## config.mk

```make
export PLATFORM = sky130hd
export DESIGN_NAME = lcd_mux_driver
export DESIGN_NICKNAME = d
export VERILOG_FILES = /design/src/rtl/lcd_pkg.sv /design/src/rtl/lcd_latch_array.sv /design/src/rtl/lcd_scan_timer.sv /design/src/rtl/lcd_level_encoder.sv /design/src/rtl/lcd_mux_driver.sv
export SDC_FILE = /design/constraint.sdc
export NUM_CORES = 1
export LEC_CHECK = 0
export ABC_AREA = 1
export CAP_MARGIN = 20
export CELL_PAD_IN_SITES_DETAIL_PLACEMENT = 1
export CELL_PAD_IN_SITES_GLOBAL_PLACEMENT = 2
export CORE_MARGIN = 5
export CORE_UTILIZATION = 27
export DETAILED_ROUTE_END_ITERATION = 16
export PLACE_DENSITY = 0.81
export SYNTH_ARGS = -nofsm -noshare
export SYNTH_HDL_FRONTEND = slang
export SYNTH_SLANG_ARGS = --single-unit
```

## constraint.sdc

```tcl
create_clock -name clk -period 1.7 [get_ports clk]
set_input_delay 0.34 -clock clk [delete_from_list [all_inputs] [get_ports clk]]
set_output_delay 0.34 -clock clk [all_outputs]
set_load 0.02 [all_outputs]
```

## src/rtl/lcd_pkg.sv

```systemverilog
// Package: shared drive-level codes for the LCD scanner.
// Assumes an external analog switch maps each code to a bias rail.
package lcd_pkg;
    typedef enum logic [1:0] {
        LVL_GND       = 2'd0,
        LVL_THIRD     = 2'd1,
        LVL_TWO_THIRD = 2'd2,
        LVL_FULL      = 2'd3
    } lvl_e;
endpackage

```

## src/rtl/lcd_latch_array.sv

```systemverilog
// Write-only display latch array. Each common owns an 8-address stride.
// Only the first BYTES offsets of a stride hold storage; the rest are dropped.
// Assumes wr_addr and wr_data are valid while wr_en is high.
module lcd_latch_array #(
    parameter int NUM_COM = 4,
    parameter int NUM_SEG = 40,
    parameter int ADDR_W  = 5,
    parameter int CW      = 2
) (
    input  logic               clk,
    input  logic               rst_n,
    input  logic               wr_en,
    input  logic [ADDR_W-1:0]  wr_addr,
    input  logic [7:0]         wr_data,
    input  logic [CW-1:0]      com_sel,
    output logic [NUM_SEG-1:0] row_bits
);
    localparam int BYTES = (NUM_SEG + 7) / 8;

    logic [NUM_COM-1:0][BYTES-1:0][7:0] mem;
    logic [ADDR_W-4:0] wr_com;
    logic [2:0]        wr_byte;
    logic [BYTES*8-1:0] row_full;

    assign wr_com  = wr_addr[ADDR_W-1:3];
    assign wr_byte = wr_addr[2:0];

    // Store a written byte when its address lands on a backed location.
    always_ff @(posedge clk) begin
        if (!rst_n) begin
            mem <= '0;
        end else if (wr_en) begin
            for (int c = 0; c < NUM_COM; c++) begin
                for (int b = 0; b < BYTES; b++) begin
                    if (int'(wr_com) == c && int'(wr_byte) == b)
                        mem[c][b] <= wr_data;
                end
            end
        end
    end

    // Present the bits of the common being scanned.
    assign row_full = mem[com_sel];
    assign row_bits = row_full[NUM_SEG-1:0];

    // writes to unbacked offsets leave the array untouched.
    assert_unbacked_ignored_R3: assert property (@(posedge clk) disable iff (!rst_n)
        (wr_en && int'(wr_addr[2:0]) >= BYTES) |=> $stable(mem));
endmodule

```

## src/rtl/lcd_scan_timer.sv

```systemverilog
// Divides the 32.768 kHz tick into common slots. It steps the scanned common
// and flips the drive polarity at every frame wrap.
// Assumes tick is a single-cycle pulse.
module lcd_scan_timer #(
    parameter int NUM_COM        = 4,
    parameter int TICKS_PER_SLOT = 128,
    parameter int CW             = 2
) (
    input  logic          clk,
    input  logic          rst_n,
    input  logic          tick,
    output logic [CW-1:0] com_idx,
    output logic          inv
);
    localparam int TW = (TICKS_PER_SLOT > 1) ? $clog2(TICKS_PER_SLOT) : 1;

    logic [TW-1:0] tick_cnt;
    logic          slot_end;

    assign slot_end = tick && (int'(tick_cnt) == TICKS_PER_SLOT - 1);

    // Count ticks inside the current slot.
    always_ff @(posedge clk) begin
        if (!rst_n)         tick_cnt <= '0;
        else if (slot_end)  tick_cnt <= '0;
        else if (tick)      tick_cnt <= tick_cnt + 1'b1;
    end

    // Advance the common at the end of a slot and flip polarity on a wrap.
    always_ff @(posedge clk) begin
        if (!rst_n) begin
            com_idx <= '0;
            inv     <= 1'b0;
        end else if (slot_end) begin
            if (int'(com_idx) == NUM_COM - 1) begin
                com_idx <= '0;
                inv     <= ~inv;
            end else begin
                com_idx <= com_idx + 1'b1;
            end
        end
    end

    // the common only steps forward by one, wrapping after the last.
    assert_com_step_R4: assert property (@(posedge clk) disable iff (!rst_n)
        (com_idx != $past(com_idx)) |->
        ((int'($past(com_idx)) == NUM_COM - 1) ? (com_idx == '0)
                                               : (com_idx == $past(com_idx) + 1'b1)));

    // a step happens only on a cycle that carried a tick.
    assert_step_on_tick_R4: assert property (@(posedge clk) disable iff (!rst_n)
        (com_idx != $past(com_idx)) |-> $past(tick));

    // polarity flips only together with a wrap to common 0.
    assert_inv_on_wrap_R5: assert property (@(posedge clk) disable iff (!rst_n)
        (inv != $past(inv)) |-> (com_idx == '0 && int'($past(com_idx)) == NUM_COM - 1));
endmodule

```

## src/rtl/lcd_level_encoder.sv

```systemverilog
// Turns the scan state and latch row into per-electrode bias codes.
// Pure combinational logic. Segments from IO_FIRST upward can be handed to I/O.
module lcd_level_encoder
    import lcd_pkg::*;
#(
    parameter int NUM_COM  = 4,
    parameter int NUM_SEG  = 40,
    parameter int IO_FIRST = 32,
    parameter int CW       = 2
) (
    input  logic [CW-1:0]        com_idx,
    input  logic                 inv,
    input  logic                 disp_en,
    input  logic                 seg_io_sel,
    input  logic [NUM_SEG-1:0]   row_bits,
    output logic [2*NUM_COM-1:0] com_lvl,
    output logic [2*NUM_SEG-1:0] seg_lvl
);
    genvar c, s;

    // One lane per common: selected at full/ground, others at the 1/3-side rail.
    for (c = 0; c < NUM_COM; c++) begin : g_com
        lvl_e lv;
        always_comb begin
            if (!disp_en)                lv = LVL_GND;
            else if (int'(com_idx) == c) lv = inv ? LVL_GND : LVL_FULL;
            else                         lv = inv ? LVL_TWO_THIRD : LVL_THIRD;
        end
        assign com_lvl[2*c +: 2] = lv;
    end

    // One lane per segment: on opposes the selected common, off sits mid-rail.
    for (s = 0; s < NUM_SEG; s++) begin : g_seg
        lvl_e lv;
        always_comb begin
            if (!disp_en || (s >= IO_FIRST && seg_io_sel)) lv = LVL_GND;
            else if (row_bits[s])                          lv = inv ? LVL_FULL : LVL_GND;
            else                                           lv = inv ? LVL_THIRD : LVL_TWO_THIRD;
        end
        assign seg_lvl[2*s +: 2] = lv;
    end
endmodule

```

## src/rtl/lcd_mux_driver.sv

```systemverilog
// Top of the multiplexed LCD scanner: latch array, slot timer and level encoder.
// Assumes tick_32k is a one-cycle pulse synchronous to clk.
module lcd_mux_driver #(
    parameter int NUM_COM        = 4,
    parameter int NUM_SEG        = 40,
    parameter int IO_FIRST       = 32,
    parameter int TICKS_PER_SLOT = 128,
    parameter int ADDR_W         = $clog2(NUM_COM) + 3
) (
    input  logic                 clk,
    input  logic                 rst_n,
    input  logic                 tick_32k,
    input  logic                 wr_en,
    input  logic [ADDR_W-1:0]    wr_addr,
    input  logic [7:0]           wr_data,
    input  logic                 disp_en,
    input  logic                 seg_io_sel,
    output logic [2*NUM_COM-1:0] com_lvl,
    output logic [2*NUM_SEG-1:0] seg_lvl
);
    localparam int CW = (NUM_COM > 1) ? $clog2(NUM_COM) : 1;

    logic [CW-1:0]      com_idx;
    logic               inv;
    logic [NUM_SEG-1:0] row_bits;

    lcd_scan_timer #(.NUM_COM(NUM_COM), .TICKS_PER_SLOT(TICKS_PER_SLOT), .CW(CW)) u_timer (
        .clk(clk), .rst_n(rst_n), .tick(tick_32k), .com_idx(com_idx), .inv(inv)
    );

    lcd_latch_array #(.NUM_COM(NUM_COM), .NUM_SEG(NUM_SEG), .ADDR_W(ADDR_W), .CW(CW)) u_latch (
        .clk(clk), .rst_n(rst_n), .wr_en(wr_en), .wr_addr(wr_addr), .wr_data(wr_data),
        .com_sel(com_idx), .row_bits(row_bits)
    );

    lcd_level_encoder #(.NUM_COM(NUM_COM), .NUM_SEG(NUM_SEG), .IO_FIRST(IO_FIRST), .CW(CW)) u_enc (
        .com_idx(com_idx), .inv(inv), .disp_en(disp_en), .seg_io_sel(seg_io_sel),
        .row_bits(row_bits), .com_lvl(com_lvl), .seg_lvl(seg_lvl)
    );

    // a blanked panel drives ground on every electrode.
    assert_blank_ground_R8: assert property (@(posedge clk) disable iff (!rst_n)
        !disp_en |-> (com_lvl == '0 && seg_lvl == '0));

    // segments handed to I/O carry no drive.
    assert_io_suppressed_R9: assert property (@(posedge clk) disable iff (!rst_n)
        seg_io_sel |-> (seg_lvl[2*NUM_SEG-1:2*IO_FIRST] == '0));

    // with normal polarity the scanned common sits at the full rail.
    assert_sel_full_R6: assert property (@(posedge clk) disable iff (!rst_n)
        (disp_en && !inv) |-> (com_lvl[2*com_idx +: 2] == 2'd3));

    // with inverted polarity the scanned common sits at ground.
    assert_sel_gnd_R7: assert property (@(posedge clk) disable iff (!rst_n)
        (disp_en && inv) |-> (com_lvl[2*com_idx +: 2] == 2'd0));
endmodule

```

==> out/metrics.cfg, run 1 <==
[power]
powerDensity_nw_per_um2 = 709
ir_drop_mv = 0.631
leakage_nw = 5.44

[cells_and_area]
seqCellArea_um2 = 3410
fillerInstances = 3871
utilization_pct = 40.7
mostFrequentLayoutCell = nand2_1
fin_nets = 1524
area_growth_pct = 48.3
final_cells = 1915
diodes = 0
multi_input_area_um2 = 5240
final_cell_mix = nand2_1 (273), nor2_1 (257), dfxtp_1 (167)
layout-drive-gt1-share_pct = 31.3

[setup_path]
crit_family = buffers and inverters
path_class = flop to output pin
crit_slowest_cell = dfxtp_4
crit_path_start_kind = flop
crit_path_end_kind = output pin
slowest_delay_ns = 0.42
crit_buf_inv = 4
arrival_ns = 1.81
crit_required_ns = 1.36
worstPathCellList = clkinv_8, buf_12, buf_16, nand2_4, nand3_4, nand3_2, nand2_1, nor2_1, buf_4
crit_fanout = 7

[synthesis]
synth_top_area_share_pct = 39.1
synth-seq-area-share_pct = 39.1
syn_inst = 1370
ys_ff_latch = 170
synth_largest_area_cell = dfxtp_1
mappedNetlistArea_um2 = 8700
yosysWarnings = 0
yosysUniqueCellTypes = 24
synth.avg_cell_area_um2 = 6.35
synth_fp_nets = 1394
synth_area_leaders = dfxtp_1 (39%), nand2_1 (15%), nor2_1 (13%)

[cts]
cts_buffers = 17
clkTransAtPathRegs_ns = 0.07
cts_max_path_buffers = 2
cts.sinks = 170
cts_hold_buf = 0
cts_tree = yes
clock_latency_ns = 0.43
htree_levels = 4
cts_root_buffer = clkbuf_16

[floorplan]
io_pins = 107
core_um2 = 31700
die_x_um = 190
fp.dieArea_um2 = 35900
initial_core_util_pct = 27.4
die_h_um = 190
rows = 65

[timing]
fin_tns_setup_ns = -23.24
hold_violations = 0
max_freq_mhz = 466
finClkSkew_ns = 0.00108
slew_violations = 0
relSlewSlack_pct = 73.3
setup_viol = 84
setup_ws_ns = -0.447
rsz0062_at_grt = yes
fin_crit_sh_pct = 126
worst_pin_slew_ns = 0.399
period_needed_ns = 2.15

[grt]
antenna_found_initial = 0
grt_pass1_vias = 9754
globalRouteTotalUtil_pct = 19.0
grt_remaining_overflow = 0
grt_first_pass_wirelength_um = 54600
grt_max_degree = 43

[run]
drv_cap = 0

[run_status]
status = finished, violations left
violations = setup timing

[routing]
vias = 9488
ant_nets = 0
wl_per_cell_um = 18.1
first_iter_violations = 430
drtPass1Iterations = 4
finalWirelength_um = 34700
viasPerCell = 4.95
drc = 0

[placement]
dp_hpwl_um = 22000
io_buffers = 106
gp_congestion = 0.789
placed_cells = 1856

[worst_hold_path]
hold_class = input port to flop

registers in the layout, summed over array words and instances, names as in the netlist:
signal / flops
u_latch.mem: 160
u_timer.tick_cnt: 7
u_timer.com_idx: 2
u_timer.inv: 1
path summary, 6_finish.rpt:
kind | startpoint | end | slack (ns) | cells past startpoint
setup / recovery | u_timer.com_idx[0] | seg_lvl[77] | -0.45 | 9
hold / removal | rst_n | u_timer.inv | 0.32 | 3
setup reg to reg | u_timer.tick_cnt[1] | u_timer.tick_cnt[0] | 0.26 | 6
hold reg to reg | u_latch.mem[148] | u_latch.mem[148] | 0.49 | 2
cell usage after synthesis (all sizes together):
| library cell | n |
|---|---|
| a21oi | 12 |
| buf | 69 |
| clkbuf | 72 |
| clkinv | 1 |
| dfxtp | 170 |
| ha | 5 |
| inv | 25 |
| mux2i | 1 |
| nand2 | 347 |
| nand3 | 99 |
| nand3b | 1 |
| nand4 | 1 |
| nor2 | 310 |
| nor3 | 120 |
| nor3b | 1 |
| o21ai | 130 |
| xnor2 | 5 |
| xor2 | 1 |
power breakdown:
group	internal [W]	switching, W
logic	0.000379	0.000574
clock network	0.00241	0.00173
registers	0.00403	0.0000327
total	0.00681	0.00234
cell families (layout without fill, tap and decap cells):
family	Yosys count	count (layout)	synth area share [%]
flops	170	170	39.1
mux	1	1	0.115
xor+xnor	6	6	0.604
compound gates	142	142	8.17
buf+inv	167	310	9.49
simple gates	879	879	41.8
fa+ha+maj	5	5	0.719
metrics by stage:
stage                     power [W]  setup WS [ns]  hold WS [ns]  cell area (um2)
final                       0.00915         -0.447         0.320            12900
after global routing        0.00947         -0.529         0.347            12900
after CTS                   0.00921         -0.472         0.307            12300
after detailed placement    0.00507         -0.557         0.473            10900
after global placement      0.00506         -0.581         0.463            10900
after floorplan             0.00459        -0.0686         0.455             8860
layer usage:
layer | up-vias | share of wire [%] | global-route usage (%)
met1 | 4645 | 45 | 24.1
met4 | 0 | 1.5 | 5.26
met2 | 175 | 50 | 33.6
met5 | - | 0 | 0
met3 | 36 | 3.6 | 2.91
li1 | 4632 | - | -
worst reg2reg max path, delay by kind of cell (launching register included):
kind,cells,cell delay [ns]
adder cells (fa/ha/maj),1,0.18
buffers and inverters,1,0.04
flip-flops,1,0.36
AND/OR/NAND/NOR,4,0.76
area by class of cell:
class / instances / area share (%)
clock buffers: 19 / 3.51
clock inverters: 13 / 1.29
inverters: 26 / 0.940
multi-input cells: 1033 / 40.6
flip-flops and latches: 170 / 26.5
well taps: 402 / 3.90
repair buffers: 252 / 23.3
timing repair:
action,4_1_cts,5_1_grt
endpoints found under the hold margin,0,0
pin swaps,46,43
gates cloned,10,5
endpoints found under the setup margin,89,97
buffers inserted,8,6
resized for setup,610,134
No activity file was read; power rests on OpenSTA's default activity.
==> run 2: changes to the inputs <==
- CORE_UTILIZATION: 27 -> 32
- PLACE_DENSITY: 0.81 -> 0.89
- SLEW_MARGIN: not set -> 10
- clock period: 1.7 -> 2.5 ns (I/O delays scaled with it)
==> run 2 against run 1 <==
Effect of this change:
- worst setup slack improved by 0.53 ns
- count of clock-buffer cells in the layout did not move
- utilization fell by 0.74 points
- highest routed layer unchanged
- the run now ends clean
- register-to-register slack improved by 0.81 ns
- global-route usage rose by 1.2 points
- clock power fell by 34%
- largest cell class unchanged
- hold slack improved by 0.17 ns
- non-clock buffer count fell by 63
- first-iteration DRC count rose by 32%
- critical endpoint is now seg_lvl[75]
==> out/metrics.cfg, run 2 (synthesized netlist as in run 1, its figures left out) <==
[floorplan]
die_h_um = 175  ; -7.7%
core_um2 = 26900  ; -15%
initial_core_util_pct = 32.4  ; +4.9 points
rows = 60  ; -7.7%
fp.dieArea_um2 = 30600  ; -15%
die_x_um = 175  ; -7.7%
io_pins = 107  ; unchanged

[timing]
relSlewSlack_pct = 58.9  ; -14 points
slew_violations = 0  ; unchanged
max_freq_mhz = 414
worst_pin_slew_ns = 0.614  ; +0.215 ns
rsz0062_at_grt = yes
period_needed_ns = 2.42
fin_crit_sh_pct = 96.6
setup_viol = 0  ; -100%
holdWs_ns = 0.487  ; +0.167 ns
hold_violations = 0  ; unchanged
finClkSkew_ns = 0.00246  ; +0.00138 ns
fin_tns_setup_ns = 0  ; +23.24 ns

[cts]
clkTransAtPathRegs_ns = 0.07  ; about the same
cts_hold_buf = 0  ; unchanged
cts_root_buffer = clkbuf_16
cts_tree = yes
htree_levels = 4  ; unchanged
cts.sinks = 170  ; unchanged
cts_max_path_buffers = 2  ; unchanged
clock_latency_ns = 0.43  ; about the same
cts_buffers = 17  ; unchanged

[grt]
grt_pass1_vias = 9124  ; -6.5%
grt_max_degree = 60  ; +40%
grt_first_pass_wirelength_um = 50100  ; -8.3%
grt_remaining_overflow = 0  ; unchanged
globalRouteTotalUtil_pct = 20.2  ; +1.2 points
antenna_found_initial = 0  ; unchanged

[power]
p_sw_w = 0.00156  ; -33%
p_comb_share_pct = 8.8  ; -1.6 points
p_sw_share_pct = 26.0  ; +0.42 points
power_frac_seq_pct = 45.9  ; +1.5 points
powerDensity_nw_per_um2 = 559  ; -21%
p_int_w = 0.00445  ; -35%
finalPower_w = 0.00601  ; -34%
power.share.clock_pct = 45.3  ; about the same
leakage_nw = 4.63  ; -15%
ir_drop_mv = 0.491  ; -22%

[cells_and_area]
layout-drive-gt1-share_pct = 12.3  ; -19 points
seqCellArea_um2 = 3410  ; about the same
fillerInstances = 3467  ; -10%
diodes = 0  ; unchanged
multi_input_area_um2 = 4470  ; -15%
top_register = u_latch.mem
utilization_pct = 40.0  ; -0.74 points
largest_reg_flops = 160  ; unchanged
mostFrequentLayoutCell = nand2_1
fin_nets = 1461  ; -4.1%
reg_top3 = u_latch.mem (160), u_timer.tick_cnt (7), u_timer.com_idx (2)
final_cells = 1791  ; -6.5%
area_growth_pct = 23.4
final_cell_mix = nand2_1 (346), nor2_1 (305), dfxtp_1 (167)

[routing]
drc = 0  ; unchanged
drtPass1Iterations = 5  ; +1
ant_nets = 0  ; unchanged
vias = 9109  ; -4.0%
viasPerCell = 5.09  ; +2.7%
wl_per_cell_um = 17.4  ; -3.7%
finalWirelength_um = 31200  ; -9.9%
first_iter_violations = 569  ; +32%

[setup_path]
crit_fanout = 20  ; +13
arrival_ns = 1.92  ; +0.11 ns
crit_required_ns = 2.00  ; +0.64 ns
worstPathCellList = buf_4, clkbuf_16, nand2_1, nand3_1, nand3_1, nand2_1, nor2_1, clkdlybuf4s15_2
slowest_delay_ns = 0.39  ; -0.03 ns
crit_slowest_cell = dfxtp_4
crit_path_start_kind = flop
crit_path_end_kind = output pin
path_class = flop to output pin

[worst_hold_path]
hold_class = flop to flop

[run_status]
status = finished, final reports clean

[placement]
dp_hpwl_um = 20800  ; -5.1%
gp_congestion = 0.804  ; +1.9%
placed_cells = 1754  ; -5.5%
io_buffers = 106  ; unchanged

[run]
drv_cap = 0  ; unchanged

## run 2: cell count changes in the layout (fill, tap and decap cells not counted), sizes merged, moves of 2 or more
cell           previous run  this run
clkdlybuf4s15             0         7
clkinv                    6         4
buf                     231       103
clkbuf                   23        35
dlygate4sd2               0        46
inv                      26        28
## run 2: final timing paths
check | start | end | slack [ns] | depth (start not counted)
max reg2reg | u_timer.tick_cnt[0] | u_timer.tick_cnt[3] | 1.07 | 6
max | u_timer.com_idx[0] | seg_lvl[75] | 0.08 | 8
min reg2reg | u_latch.mem[1] | u_latch.mem[1] | 0.49 | 2
min | u_latch.mem[1] | u_latch.mem[1] | 0.49 | 2
## run 2: area by class of cell
class	instances	area share, %
clock buffer	19	4.22
tap	341	3.97
clock inverter	13	1.33
timing repair buffer	189	16.1
inverter	26	0.990
multi-input combinational	1033	41.7
sequential	170	31.8
## run 2: routing by layer
metal / vias to the layer above / wire [um] / global-route usage (%)
li1: 4488 / - / -
met1: 4392 / 15000 / 27.2
met2: 191 / 14400 / 33.6
met3: 38 / 1210 / 3.05
met4: 0 / 609 / 5.73
met5: - / 0 / 0
## run 2: power groups by stage
stage | Clock, W | Combinational, W | Sequential [W]
global route | 0.00287 | 0.000573 | 0.00276
CTS | 0.00277 | 0.000540 | 0.00276
floorplan | 0 | 0.000295 | 0.00282
finish | 0.00272 | 0.000526 | 0.00276
global placement | 0 | 0.000554 | 0.00282
detailed placement | 0 | 0.000560 | 0.00282
## run 2: stage by stage
| stage | cell area, um2 | setup WS [ns] |
|---|---|---|
| 3_3_place_gp | 10200 | -0.140 |
| 3_5_place_dp | 10200 | -0.159 |
| 4_1_cts | 10800 | 0.00101 |
| 5_1_grt | 10700 | -0.0333 |
| 6_report | 10700 | 0.0842 |
| 2_1_floorplan | 8700 | 0.338 |
## run 2: worst max-delay path: cells and delay by family (launching register included)
kind,cells,cell delay (ns)
flip-flops,1,0.39
AND/OR/NAND/NOR,5,0.45
buffers and inverters,3,0.63
## run 2: timing repair
| item | 4_1_cts | 5_1_grt |
|---|---|---|
| setup endpoints to repair | 88 | 41 |
| buffers inserted | 1 | 1 |
| resized for setup | 154 | 54 |
| gates cloned | 2 | 1 |
